==> src/rtl/dcd_pkg.sv <==
// Package: shared codes and pin indices for the DRAM cycle classifier.
// Assumes: pins are packed into one vector in the index order below.
package dcd_pkg;

    // Cycle-type codes reported on cyc_type.
    typedef enum logic [2:0] {
        CY_STANDBY  = 3'd0,
        CY_READ     = 3'd1,
        CY_EARLY_WR = 3'd2,
        CY_DELAY_WR = 3'd3,
        CY_RMW      = 3'd4,
        CY_CBR      = 3'd5,
        CY_RAS_ONLY = 3'd6,
        CY_READ_HIZ = 3'd7
    } cyc_e;

    // Data pin state reported on out_state.
    typedef enum logic [1:0] {
        DQ_OPEN  = 2'd0,
        DQ_VALID = 2'd1,
        DQ_UNDEF = 2'd2
    } dq_e;

    // Bit positions of the pins in the sampled vector.
    localparam int PIN_RAS  = 0;
    localparam int PIN_LCAS = 1;
    localparam int PIN_UCAS = 2;
    localparam int PIN_WE   = 3;
    localparam int PIN_OE   = 4;
    localparam int N_PINS   = 5;
    // Pins whose previous sample is kept for edge detection (all but OE).
    localparam int N_EDGE   = 4;
    localparam int N_LANES  = 2;

endpackage

==> src/rtl/dcd_sync.sv <==
// Module: multi-stage synchronizer for a vector of asynchronous pins.
// Assumes: each pin is sampled on its own; levels last several clocks,
// so skew between the bits of the vector does not matter.
module dcd_sync #(
    parameter int               W       = 5,
    parameter int               STAGES  = 2,
    parameter logic [W-1:0]     RST_VAL = '1
) (
    input  logic         clk,
    input  logic         rst_n,
    input  logic [W-1:0] din,
    output logic [W-1:0] dout
);

    localparam int LAST = STAGES - 1;

    logic [STAGES-1:0][W-1:0] stage_q;

    // Shift the pins through the flop chain.
    always_ff @(posedge clk) begin
        if (!rst_n) begin
            for (int i = 0; i < STAGES; i++) stage_q[i] <= RST_VAL;
        end else begin
            stage_q[0] <= din;
            for (int i = 1; i < STAGES; i++) stage_q[i] <= stage_q[i-1];
        end
    end

    assign dout = stage_q[LAST];

endmodule

==> src/rtl/dcd_cycle_track.sv <==
// Module: follows one row-strobe cycle through its events and classifies it.
// Assumes: s_pins is the synchronized pin vector and p_pins the same
// vector one clock older. All pins are active low.
module dcd_cycle_track
    import dcd_pkg::*;
(
    input  logic              clk,
    input  logic              rst_n,
    input  logic [N_PINS-1:0] s_pins,
    input  logic [N_EDGE-1:0] p_pins,
    output logic              ras_rise,
    output cyc_e              cls_type,
    output logic [N_LANES-1:0] cls_mask,
    output dq_e               cls_state,
    output logic              cls_err
);

    logic s_ras, s_lcas, s_ucas, s_we, s_oe;
    logic p_ras, p_lcas, p_ucas, p_we;
    logic ras_fall;
    logic col_now, col_prev, col_start, col_end;
    logic read_window, we_fall_ev;

    // Per-cycle event flags.
    logic              cbr_q;
    logic              cas_seen_q;
    logic              mode_done_q;
    logic              we_early_q;
    logic              we_fell_q;
    logic              oe_low_q;
    logic              err_q;
    logic [N_LANES-1:0] mask_q;

    assign s_ras  = s_pins[PIN_RAS];
    assign s_lcas = s_pins[PIN_LCAS];
    assign s_ucas = s_pins[PIN_UCAS];
    assign s_we   = s_pins[PIN_WE];
    assign s_oe   = s_pins[PIN_OE];
    assign p_ras  = p_pins[PIN_RAS];
    assign p_lcas = p_pins[PIN_LCAS];
    assign p_ucas = p_pins[PIN_UCAS];
    assign p_we   = p_pins[PIN_WE];

    // Edge and column-phase events derived from the current and previous samples.
    always_comb begin
        ras_fall    = p_ras && !s_ras;
        ras_rise    = !p_ras && s_ras;
        col_now     = !s_lcas || !s_ucas;
        col_prev    = !p_lcas || !p_ucas;
        col_start   = col_now && !col_prev;
        col_end     = !col_now && col_prev;
        read_window = cas_seen_q && !we_early_q && !we_fell_q;
        we_fall_ev  = p_we && !s_we && read_window;
    end

    // Record the events of the current row-strobe low period.
    always_ff @(posedge clk) begin
        if (!rst_n) begin
            cbr_q       <= 1'b0;
            cas_seen_q  <= 1'b0;
            mode_done_q <= 1'b0;
            we_early_q  <= 1'b0;
            we_fell_q   <= 1'b0;
            oe_low_q    <= 1'b0;
            err_q       <= 1'b0;
            mask_q      <= '0;
        end else if (ras_fall) begin
            cbr_q       <= !s_lcas || !s_ucas;
            cas_seen_q  <= 1'b0;
            mode_done_q <= 1'b0;
            we_early_q  <= 1'b0;
            we_fell_q   <= 1'b0;
            oe_low_q    <= 1'b0;
            err_q       <= 1'b0;
            mask_q      <= '0;
        end else if (!s_ras && !p_ras && !cbr_q) begin
            if (col_start) begin
                if (mode_done_q) begin
                    err_q <= 1'b1;
                end else begin
                    cas_seen_q <= 1'b1;
                    we_early_q <= !s_we;
                end
            end
            if (col_end) begin
                mode_done_q <= 1'b1;
            end
            if (col_now) begin
                mask_q <= mask_q | {!s_ucas, !s_lcas};
            end
            if (read_window && !s_oe) begin
                oe_low_q <= 1'b1;
            end
            if (we_fall_ev) begin
                we_fell_q <= 1'b1;
                if (!s_oe) err_q <= 1'b1;
            end
        end
    end

    // Map the recorded flags to a cycle type, lanes and data pin state.
    always_comb begin
        cls_err  = err_q;
        cls_mask = mask_q;
        if (cbr_q) begin
            cls_type  = CY_CBR;
            cls_mask  = '0;
            cls_state = DQ_OPEN;
        end else if (!cas_seen_q) begin
            cls_type  = CY_RAS_ONLY;
            cls_mask  = '0;
            cls_state = DQ_OPEN;
        end else if (we_early_q) begin
            cls_type  = CY_EARLY_WR;
            cls_state = DQ_OPEN;
        end else if (we_fell_q) begin
            cls_type  = oe_low_q ? CY_RMW : CY_DELAY_WR;
            cls_state = oe_low_q ? DQ_VALID : DQ_UNDEF;
        end else begin
            cls_type  = oe_low_q ? CY_READ : CY_READ_HIZ;
            cls_state = oe_low_q ? DQ_VALID : DQ_OPEN;
        end
    end

endmodule

==> src/rtl/dcd_cycle_decoder.sv <==
// Module: top of the dual-strobe DRAM cycle classifier.
// Synchronizes the five control pins, keeps one older sample for edge
// detection, and loads one report for each completed row-strobe cycle.
// Assumes: clk is at least four times faster than the shortest pin level.
module dcd_cycle_decoder
    import dcd_pkg::*;
#(
    parameter int SYNC_STAGES = 2
) (
    input  logic       clk,
    input  logic       rst_n,
    input  logic       ras_n,
    input  logic       lcas_n,
    input  logic       ucas_n,
    input  logic       we_n,
    input  logic       oe_n,
    output logic [2:0] cyc_type,
    output logic [1:0] lane_mask,
    output logic [1:0] out_state,
    output logic       cyc_done,
    output logic       cyc_err
);

    logic [N_PINS-1:0]  raw_pins;
    logic [N_PINS-1:0]  s_pins;
    logic [N_EDGE-1:0]  p_pins;
    logic               ras_rise;
    cyc_e               cls_type;
    logic [N_LANES-1:0] cls_mask;
    dq_e                cls_state;
    logic               cls_err;

    // Pack the pins in package index order.
    always_comb begin
        raw_pins           = '1;
        raw_pins[PIN_RAS]  = ras_n;
        raw_pins[PIN_LCAS] = lcas_n;
        raw_pins[PIN_UCAS] = ucas_n;
        raw_pins[PIN_WE]   = we_n;
        raw_pins[PIN_OE]   = oe_n;
    end

    dcd_sync #(
        .W       (N_PINS),
        .STAGES  (SYNC_STAGES),
        .RST_VAL ({N_PINS{1'b1}})
    ) u_sync (
        .clk   (clk),
        .rst_n (rst_n),
        .din   (raw_pins),
        .dout  (s_pins)
    );

    // Keep the previous sample of the edge-tracked pins.
    always_ff @(posedge clk) begin
        if (!rst_n) p_pins <= '1;
        else        p_pins <= s_pins[N_EDGE-1:0];
    end

    dcd_cycle_track u_track (
        .clk       (clk),
        .rst_n     (rst_n),
        .s_pins    (s_pins),
        .p_pins    (p_pins),
        .ras_rise  (ras_rise),
        .cls_type  (cls_type),
        .cls_mask  (cls_mask),
        .cls_state (cls_state),
        .cls_err   (cls_err)
    );

    // Load the report and pulse done when the row strobe rises.
    always_ff @(posedge clk) begin
        if (!rst_n) begin
            cyc_type  <= CY_STANDBY;
            lane_mask <= '0;
            out_state <= DQ_OPEN;
            cyc_err   <= 1'b0;
            cyc_done  <= 1'b0;
        end else begin
            cyc_done <= ras_rise;
            if (ras_rise) begin
                cyc_type  <= cls_type;
                lane_mask <= cls_mask;
                out_state <= cls_state;
                cyc_err   <= cls_err;
            end
        end
    end

endmodule

==> config.mk <==
export PLATFORM = sky130hd
export DESIGN_NAME = dcd_cycle_decoder
export DESIGN_NICKNAME = d
export VERILOG_FILES = /design/src/rtl/dcd_pkg.sv /design/src/rtl/dcd_sync.sv /design/src/rtl/dcd_cycle_track.sv /design/src/rtl/dcd_cycle_decoder.sv
export SDC_FILE = /design/constraint.sdc
export NUM_CORES = 1
export LEC_CHECK = 0
export ABC_AREA = 1
export BUFFER_PORTS_ARGS = -buffer_cell sky130_fd_sc_hd__buf_2
export CAP_MARGIN = 20
export CORE_ASPECT_RATIO = 1.25
export CORE_MARGIN = 5
export CORE_UTILIZATION = 54
export CTS_CLUSTER_SIZE = 16
export DETAILED_ROUTE_END_ITERATION = 7
export HOLD_SLACK_MARGIN = 0.12
export PLACE_DENSITY = 0.8
export SLEW_MARGIN = 15
export SYNTH_ARGS = -nofsm -noshare
export SYNTH_HDL_FRONTEND = slang
export SYNTH_SLANG_ARGS = --single-unit
==> constraint.sdc <==
create_clock -name clk -period 1.65 [get_ports clk]
set_input_delay 0.33 -clock clk [delete_from_list [all_inputs] [get_ports clk]]
set_output_delay 0.33 -clock clk [all_outputs]
set_load 0.02 [all_outputs]
==> run_results.csv <==
group,metric,value,unit
sta,post-route-period-util,76.6,%
setup_path,cp_data_arrival_time,1530,ps
setup_path,r2r_slack,390,ps
pwr,switchingPower,0.301,mW
setup_path,worst_setup_path_end_kind,"register",
cts,cts_inserted_buffers,5,
setup_path,path_class,"register to register",
pwr,intPower,1.13,mW
drt,totalWireLength,2210,microns
placement,place_congestion,0.774,
logic_synthesis,ys_ff_latch,32,
hold_path,worstHoldStart,"oe_n",
cts,clockRootBuffer,"clkbuf_4",
pwr,sw_frac_of_total,21.0,%
drt,post_drt_wl_per_cell,12.7,microns
logic_synthesis,syn-num-nets,142,
layout,area_delta_synth_final,13.7,%
setup_path,cp_max_fo,4,
cts,postCtsSetupBuffers,0,
sta,rsz0062_at_grt,"false",
global_routing,grt_use_met3,5.02,%
layout,utilization,62.8,%
floorplan,die_h,62.3,microns
pwr,vdd_drop_max,0.824,mV
setup_path,start_kind,"register",
hold_path,hp-class,"primary input to register",
sta,tightest_slew,305,ps
sta,setup_viol,0,
floorplan,core,0.00214,sq mm
global_routing,antenna_found_initial,0,
drt,vias,918,
logic_synthesis,synth_warnings,0,
layout,final_cells,174,
drt,drcViolationCount,0,
pwr,clkPwrFrac,39.7,%
cts,cts_tree,"built",
floorplan,start_util,55.3,%
drt,initialDrtViolationCount,40,
drt,final_antenna_net_count,0,
global_routing,overflow,0,
cts,cts_resized,0,
cts,htree_levels,2,
logic_synthesis,ys_types,22,
sta,setup_tns,0,ps
sta,finalHoldViolations,0,
global_routing,grt_pass1_vias,941,
cts,clk_pin_slew,100,ps
sta,whs,172,ps
logic_synthesis,synth_area,0.00118,sq mm
global_routing,grt_use_met2,27.5,%
layout,antennaDiodeCount,0,
global_routing,grt_pass1_wl,3740,microns
setup_path,startpoint,"u_track.we_fell_q",
global_routing,grt.busiest_layer,"met2",
global_routing,grt_max_degree,21,
flow_run,cap_violations,0,
global_routing,grt_use_total,15.9,%
cts,postCtsHoldBufs,0,
sta,clock_skew,8.59,ps
sta,maxSlewViolCount,0,
floorplan,chipWidth,51.9,microns
layout,nets,162,
pwr,leakage,0.585,nW
logic_synthesis,syn-instance-count,132,
cts,clk_latency,330,ps
pwr,combPwrFrac,4.5,%
drt,drtPass1Iterations,5,
cts,cts_buffer_depth,2,
placement,dp_hpwl,1620,microns
setup_path,r2r-start,"u_track.we_fell_q",
logic_synthesis,synth-seq-area-share,54.2,%
pwr,p_per_area,1070,mW/mm^2
layout,drive_gt1_share,30.7,%
floorplan,die_area,0.00323,sq mm
drt,vias_per_cell,5.28,
sta,fmax,792,MHz
sta,max-slew-margin-rel,79.6,%
floorplan,io_pins,16,
run_status,status,"finished, final reports clean",
sta,period_minus_slack,1260,ps
placement,place_inst,166,
placement,port_buffers,15,
setup_path,cp.required,1920,ps
global_routing,met1_usage,13.8,%
pwr,seqPwrFrac,55.8,%
floorplan,rows,19,
logic_synthesis,avgSynthCellArea,8.96,sq um
cts,cts_sinks,32,
==> final cells by class <==
type	count	area, sq um
tap	21	26.3
fill	202	796
multi-input combinational	82	465
clock inverter	2	35.0
timing repair buffer	15	75.1
inverter	16	60.1
sequential	32	641
clock buffer	6	41.3
==> kinds of logic (layout without fill, tap and decap cells) <==
| kind of cell | count (synthesis) | in the layout | share of synthesized area (%) |
|---|---|---|---|
| fa+ha+maj | 3 | 3 | 3.17 |
| compound gates | 18 | 18 | 8.36 |
| simple gates | 61 | 61 | 27.8 |
| buf+inv | 18 | 39 | 6.45 |
| flops | 32 | 32 | 54.2 |
==> synth_stat cells (all sizes together) <==
cell type,n,area share (%)
a21oi,10,4.2
a31oi,1,0.53
buf,2,1.4
dfxtp,32,54
ha,3,3.2
inv,16,5.1
nand2,17,6.2
nand3,8,3.8
nand4,3,1.6
nor2,17,6.0
nor3,2,2.8
o21a,2,1.3
o21ai,4,1.7
o21bai,1,0.64
or2,14,7.4
==> worst max-delay path, stage by stage (launching register included) <==
cell     delay, ps
dfxtp_1        440
inv_1           90
ha_1           280
or2_2          270
a21oi_1        130
==> final timing paths <==
kind                  endpoint  cells after the start
min          u_sync.stage_q[4]                      2
min reg2reg     u_sync.dout[4]                      1
max                cyc_type[2]                      4
max reg2reg        cyc_type[2]                      4
==> power by group through the flow <==
stage	logic (mW)	clock network, mW	registers [mW]
2_1_floorplan	0.0428	0	0.821
6_report	0.0641	0.569	0.801
3_3_place_gp	0.0617	0	0.817
4_1_cts	0.0650	0.588	0.801
5_1_grt	0.0719	0.616	0.803
3_5_place_dp	0.0645	0	0.818
==> registers in the layout (all words and copies together), names as in the netlist, 2 cells and up <==
signal,cells
u_sync.stage_q,5
u_track.mask_q,2
p_pins,4
lane_mask,2
cyc_type,3
out_state,2
u_sync.dout,5
==> stage by stage <==
step	total power, mW	area [sq um]	setup WS [ps]
2_1_floorplan	0.864	1180	486
3_3_place_gp	0.879	1270	470
3_5_place_dp	0.883	1270	406
4_1_cts	1.45	1340	376
5_1_grt	1.49	1340	315
6_report	1.43	1340	387
==> layer usage <==
metal  vias to the layer above  wire length, microns
li1                        457                     -
met1                       416                   815
met2                        30                  1150
met3                        15                   121
met4                         0                   119
met5                         -                     0
==> placed cells by master, fill, tap and decap left out, types with 5 or more instances in the layout <==
| cell | n |
|---|---|
| a21oi_1 | 10 |
| buf_2 | 15 |
| dfxtp_1 | 32 |
| clkbuf_4 | 5 |
| or2_2 | 11 |
| inv_2 | 8 |
| nand2_1 | 15 |
| nor2_1 | 16 |
| nand3_1 | 7 |
| inv_1 | 8 |
Power figures use the tool's default switching activity.
